`config.mk`:
```
export PLATFORM = sky130hd
export DESIGN_NAME = cg_owner_gate
export DESIGN_NICKNAME = d
export VERILOG_FILES = /design/src/rtl/cg_gate_pkg.sv /design/src/rtl/cg_hyst_timer.sv /design/src/rtl/cg_status_lag.sv /design/src/rtl/cg_owner_gate.sv
export SDC_FILE = /design/constraint.sdc
export NUM_CORES = 1
export LEC_CHECK = 0
export CAP_MARGIN = 10
export CORE_AREA = 5 5 42 44
export CTS_BUF_LIST = sky130_fd_sc_hd__clkbuf_4
export DETAILED_ROUTE_END_ITERATION = 8
export DIE_AREA = 0 0 47 49
export PLACE_DENSITY = 0.71
export SETUP_SLACK_MARGIN = 0.05
export SLEW_MARGIN = 20
export SYNTH_ARGS = -nofsm -noshare
export SYNTH_HDL_FRONTEND = slang
export SYNTH_HIERARCHICAL = 1
export SYNTH_SLANG_ARGS = --single-unit
```
`constraint.sdc`:
```
create_clock -name clk_i -period 1.7 [get_ports clk_i]
set_input_delay 0.34 -clock clk_i [delete_from_list [all_inputs] [get_ports clk_i]]
set_output_delay 0.34 -clock clk_i [all_outputs]
set_load 0.03 [all_outputs]
```
`src/rtl/cg_gate_pkg.sv`:
```
package cg_gate_pkg;

  typedef enum logic {
    OWNER_HW = 1'b0,
    OWNER_SW = 1'b1
  } owner_e;

  // Turn-off hold in cycles for a given hysteresis setting.
  function automatic int unsigned hold_cycles(logic en, logic long_sel,
                                              int unsigned short_c,
                                              int unsigned long_c);
    if (!en) return 0;
    return long_sel ? long_c : short_c;
  endfunction

endpackage

```
`src/rtl/cg_hyst_timer.sv`:
```
module cg_hyst_timer #(
  parameter int unsigned CNT_W = 6
) (
  input  logic             clk_i,
  input  logic             rst_ni,
  input  logic             clear_i,
  input  logic             step_i,
  input  logic [CNT_W-1:0] limit_i,
  output logic             expired_o
);
  logic [CNT_W-1:0] cnt_q;

  assign expired_o = (cnt_q >= limit_i);

  always_ff @(posedge clk_i or negedge rst_ni) begin
    if (!rst_ni) begin
      cnt_q <= '0;
    end else if (clear_i) begin
      cnt_q <= '0;
    end else if (step_i && !expired_o) begin
      cnt_q <= cnt_q + 1'b1;
    end
  end
endmodule

```
`src/rtl/cg_status_lag.sv`:
```
module cg_status_lag #(
  parameter int unsigned STAGES = 2
) (
  input  logic clk_i,
  input  logic rst_ni,
  input  logic d_i,
  output logic q_o
);
  logic [STAGES-1:0] pipe_q;

  generate
    for (genvar g = 0; g < STAGES; g++) begin : g_stage
      if (g == 0) begin : g_first
        always_ff @(posedge clk_i or negedge rst_ni) begin
          if (!rst_ni) pipe_q[0] <= 1'b1;
          else         pipe_q[0] <= d_i;
        end
      end else begin : g_next
        always_ff @(posedge clk_i or negedge rst_ni) begin
          if (!rst_ni) pipe_q[g] <= 1'b1;
          else         pipe_q[g] <= pipe_q[g-1];
        end
      end
    end
  endgenerate

  assign q_o = pipe_q[STAGES-1];
endmodule

```
`src/rtl/cg_owner_gate.sv`:
```
module cg_owner_gate #(
  parameter int unsigned SHORT_DLY  = 4,
  parameter int unsigned LONG_DLY   = 32,
  parameter int unsigned STATUS_LAG = 2
) (
  input  logic clk_i,
  input  logic rst_ni,
  input  logic owner_sw_i,
  input  logic sw_en_i,
  input  logic keep_on_i,
  input  logic hyst_en_i,
  input  logic hyst_long_i,
  input  logic hw_req_i,
  output logic clk_en_o,
  output logic status_o
);
  import cg_gate_pkg::*;

  localparam int unsigned CNT_W = $clog2(LONG_DLY + 1);

  owner_e           owner;
  logic             gate_q;
  logic             gate_d;
  logic             hyst_clear;
  logic             hyst_step;
  logic             hyst_expired;
  logic [CNT_W-1:0] hyst_limit;

  assign owner      = owner_e'(owner_sw_i);
  assign hyst_limit = CNT_W'(hold_cycles(1'b1, hyst_long_i, SHORT_DLY, LONG_DLY));

  // Timer runs only while hardware owns an open gate with the request low.
  assign hyst_clear = (owner == OWNER_SW) || hw_req_i || !gate_q;
  assign hyst_step  = hyst_en_i;

  cg_hyst_timer #(.CNT_W(CNT_W)) u_timer (
    .clk_i     (clk_i),
    .rst_ni    (rst_ni),
    .clear_i   (hyst_clear),
    .step_i    (hyst_step),
    .limit_i   (hyst_limit),
    .expired_o (hyst_expired)
  );

  always_comb begin
    if (owner == OWNER_SW) begin
      gate_d = sw_en_i | keep_on_i;
    end else if (hw_req_i) begin
      gate_d = 1'b1;
    end else if (!gate_q) begin
      gate_d = 1'b0;
    end else if (!hyst_en_i) begin
      gate_d = 1'b0;
    end else begin
      gate_d = !hyst_expired;
    end
  end

  always_ff @(posedge clk_i or negedge rst_ni) begin
    if (!rst_ni) gate_q <= 1'b1;
    else         gate_q <= gate_d;
  end

  assign clk_en_o = gate_q;

  cg_status_lag #(.STAGES(STATUS_LAG)) u_status (
    .clk_i  (clk_i),
    .rst_ni (rst_ni),
    .d_i    (gate_q),
    .q_o    (status_o)
  );
endmodule

```
* Word level (Yosys, flattened, before mapping)
Cells that the tools add are included.
** Operators by class
- Add/subtract/negate cells :: 1
- $lt $le $gt $ge :: 1
- Mux-type cells :: 7
- Bitwise logic cells :: 1
- Reductions and logical operators :: 6
** Operators by type and width (count)
- $mux W6 :: 3
- $add A6 B1 Y6 const B :: 1
- $ge A6 B6 Y1 :: 1
- $mux W1 :: 4
- $logic_not A1 Y1 :: 2
- $logic_or A1 B1 Y1 :: 2
- $reduce_bool A2 Y1 :: 1
- $logic_and A1 B1 Y1 :: 1
- $or A1 B1 Y1 :: 1
** Word-level totals
- Flip-flop bits (word level) :: 9
- Input port bits :: 8
- Output and inout bits :: 2
- Word-level logic and storage cells :: 20

* Depth between registers and ports, before layout
- Word-level depth :: 7
- Depth in mapped cells :: 8
- Gate-level depth less buffers :: 8

* Cells and area by module
The synthesis kept the hierarchy.
** By module, submodules not included
- cg_hyst_timer :: instances 1, cells each 47, area an instance 480.5 um2, sequential area each 150.1 um2
- cg_owner_gate :: instances 1, cells each 8, area an instance 60.1 um2, sequential area each 26.3 um2
- cg_status_lag :: instances 1, cells each 2, area an instance 52.6 um2, sequential area each 52.6 um2

* Least setup slack after synthesis
OpenSTA, ideal clock, no wires.
- Path type :: in2reg
- Start :: input port hyst_long_i
- End :: register u_timer.cnt_q[5]
- Library setup time :: 78 ps
- Arrival time :: 1722 ps
- Required time :: 1622 ps
- Slack :: -100 ps
- Stages on the path :: 7
- Buffers on the path :: 0
- Cells stage by stage :: inv_1 > ha_1 > a21oi_4 > o211a_4 > o21ai_4 > or4_1 > a21oi_1
** On the way
- Cells in the longest elaborated chain, start to end :: 5
** Ends and longest elaborated chain
- start, declared :: RTL line cg_owner_gate.sv:12 : input logic hyst_long_i,
- $mux W6 :: RTL line cg_gate_pkg.sv:13 : return long_sel ? long_c : short_c;
- $ge A6 B6 Y1 :: RTL line cg_hyst_timer.sv:13 : assign expired_o = (cnt_q >= limit_i);
- $logic_not A1 Y1 :: RTL line cg_hyst_timer.sv:20 : end else if (step_i && !expired_o) begin
- $logic_and A1 B1 Y1 :: RTL line cg_hyst_timer.sv:20
- $reduce_bool A2 Y1 (no source line)
- end signal, assigned :: RTL line cg_hyst_timer.sv:21 : cnt_q <= cnt_q + 1'b1;
- end, declared :: RTL line cg_hyst_timer.sv:11 : logic [CNT_W-1:0] cnt_q;
No other way between the ends.
A chain may end at the register's enable or synchronous reset.

* Worst setup path after layout
- Start :: register u_timer.cnt_q[5]
- End :: register u_timer.cnt_q[5]
** On the way
- Cells in the longest elaborated chain, start to end :: 4
- Elaborated cells on any way between the ends :: 7
- Classes of those cells :: add/sub: 1; order compare: 1; mux: 2; reduce/logical: 3
** Ends and longest elaborated chain (RTL line)
- $ge A6 B6 Y1 :: cg_hyst_timer.sv:13
- $logic_not A1 Y1 :: cg_hyst_timer.sv:20
- $logic_and A1 B1 Y1 :: cg_hyst_timer.sv:20
- $reduce_bool A2 Y1 (no source line)
Parallel ways exist; a longest one is shown, timed or not. The select of a mux whose other input is x is not followed.

==> flow_metrics.tcl <==
set metrics [dict create \
    ys_ff_latch 9 \
    p_comb_frac 0.195 \
    synth_top_area_cell "dfrtp_1" \
    post_dp_cell_area_um2 792 \
    clkSlewWorstSetupHoldPaths_ns 0.06 \
    synthTopCellsByArea "dfrtp_1 25%, ha_1 15%, dfstp_2 13%" \
    power_density_nw_per_um2 568 \
    pwr-share-clk 0.351 \
    grt_pass1_vias 517 \
    path_cells "ha_4, a21oi_4, o211a_4, o21ai_4, or4_4, a21oi_2" \
    setup_viol 0 \
    numCtsBuffers 3 \
    groute.usage.overall 0.123 \
    final_layout_size_suffix_gt1_frac 0.381 \
    area_growth_pct 49.8 \
    cts_tree "yes" \
    holdWs_ns 0.361 \
    ant_nets 0 \
    arrival_ns 1.84 \
    synthTopCellsByCount "7 x ha_1, 7 x inv_1, 6 x dfrtp_1" \
    clock_skew_ns 0.000889 \
    fin_crit_ns 1.66 \
    cpPeakStageDelay_ns 0.42 \
    status "finished clean" \
    fin_crit_sh 0.976 \
    required_ns 1.88 \
    drv_slew 0 \
    criticalPathCategory "register to register" \
    firstDrtPassIters 3 \
    synth-warning-count 6 \
    drc_errors 0 \
    total_power_uw 505 \
    die_area_um2 2300 \
    crit_path_max_fanout 6 \
    initial_core_util 0.423 \
    cts.sinks 9 \
    h-tree-depth 1 \
    pin_count 10 \
    yosysTopAreaCellShare 0.253 \
    cp_slowest_cell "or4_4" \
    wire_per_inst_um 12.9 \
    core_um2 1400 \
    ys_seq_area_frac 0.386 \
    maxCapViolCount 0 \
    end_kind "register" \
    drt_iter0_markers 1 \
    fmax_mhz 603 \
    netlist_area_um2 593 \
    finalHoldViolCount 0 \
    dp_hpwl_um 999 \
    final_net_count 100 \
    fillers 114 \
    grt_max_degree 10 \
    vias 504 \
    cts_root_buf "clkbuf_4" \
    gp_congestion 0.739 \
    antennaDiodeCount 0 \
    globalRouteOverflowTotal 0 \
    vdd_ir_drop_max_uv 599 \
    synthArstFlopShare 1.00 \
    synth_area_per_cell_um2 10.4 \
    min_path_type "register to register" \
    switching_share 0.246 \
    p_int_uw 381 \
    syn_inst 57 \
    die_h_um 49 \
    startpoint_type "register" \
    grt_pass1_wl_um 2100 \
    cellLeakagePower_nw 0.373 \
    clock_latency_ns 0.25 \
    wl_um 1290 \
    cts_max_path_buffers 2 \
    rows 14 \
    p_seq_frac 0.455 \
    synthFlopType "dfrtp_1" \
    die_w_um 47 \
    synth_edf_count 0 \
    rsz0062_at_grt "true" \
    synth.distinct_cells 26 \
    final_area_um2 888 \
    antenna_found_initial 0 \
    numPortBuffers 9 \
    viasPerCell 5.04 \
    switchingPower_uw 124 \
]
-- metal layers --
metal  GRT usage  share of wire  vias to the layer above
li1            -              -                      251
met1       0.140           0.39                      249
met2       0.217           0.57                        4
met3      0.0554          0.033                        0
met4           0              0                        0
met5           0              0                        -
-- worst max-delay path, delay by kind of cell (launching register included) --
kind | cells | cell delay [ns]
AOI/OAI and AO/OA | 4 | 0.52
adders and majority gates | 1 | 0.24
DFF | 1 | 0.41
and+or+nand+nor | 1 | 0.42
-- cell usage in the layout, fill, tap and decap left out, drive strengths merged, types with 2 or more instances in the layout --
master and n:
buf 11, dfstp 3, o21ai 3, or3 2, ha 7, conb 4, a21oi 6, dlygate4sd2 2
clkdlybuf4s50 6, nor2 5, dfrtp 6, nand3 2, inv 7, nand2 3, clkbuf 5
-- worst paths after layout --
path	startpoint	cells after the start	end	slack [ns]
max	u_timer/cnt_q[5]	6	u_timer/cnt_q[5]	0.04
min	u_status/pipe_q[0]	0	u_status/q_o	0.36
max reg2reg	u_timer/cnt_q[5]	6	u_timer/cnt_q[5]	0.04
min reg2reg	u_status/pipe_q[0]	0	u_status/q_o	0.36
max in group asynchronous	rst_ni	1	clk_en_o	1.02
min in group asynchronous	rst_ni	1	u_timer/cnt_q[4]	0.37
-- per-stage QoR --
stage | setup TNS [ns] | instances | util | worst slack (ns)
final | 0 | 100 | 0.634 | 0.0415
after global routing | -0.139 | 100 | 0.634 | -0.0551
after CTS | -0.00188 | 99 | 0.603 | -0.00188
after detailed placement | -2.79 | 92 | 0.565 | -0.467
after global placement | -2.47 | 92 | 0.565 | -0.407
after floorplan | 0 | 60 | - | 0.0947
-- layout make-up --
| cell class | count | area [um2] | share of cell area |
|---|---|---|---|
| Inverter | 7 | 26.3 | 0.0296 |
| Clock buffer | 4 | 30.0 | 0.0338 |
| Tap cell | 16 | 20.0 | 0.0225 |
| Sequential cell | 9 | 229 | 0.258 |
| Timing Repair Buffer | 20 | 169 | 0.190 |
| Multi-Input combinational cell | 44 | 414 | 0.466 |
-- sequential cells by signal, summed over array words and instances (netlist names) --
| register | cells |
|---|---|
| u_timer/cnt_q | 6 |
| u_status/q_o | 1 |
| clk_en_o | 1 |
| u_status/pipe_q | 1 |
-- what timing repair did --
item                       CTS  global route
resized for setup            5             8
hold buffers                 0             0
pin swaps                    2             5
buffers inserted             3             1
setup endpoints to repair    9             7
-- cells by family (layout without fill, tap and decap cells) --
group,after synthesis,in the layout,share of synthesized area
compound gates,14,14,0.222
xor+xnor,2,2,0.0295
fa+ha+maj,7,7,0.148
buf+inv,7,31,0.0443
flops,9,9,0.386
mux,1,1,0.0169
other cells,1,4,0.00632
simple gates,16,16,0.148
-- power by group through the flow --
| stage | Clock, mW | Combinational, mW | Sequential [mW] |
|---|---|---|---|
| 6_report | 0.177 | 0.0982 | 0.229 |
| 5_1_grt | 0.193 | 0.108 | 0.230 |
| 4_1_cts | 0.182 | 0.0953 | 0.229 |
| 3_5_place_dp | 0 | 0.0952 | 0.233 |
| 3_3_place_gp | 0 | 0.0930 | 0.233 |
| 2_1_floorplan | 0 | 0.0455 | 0.241 |
Power figures use the tool's default switching activity.
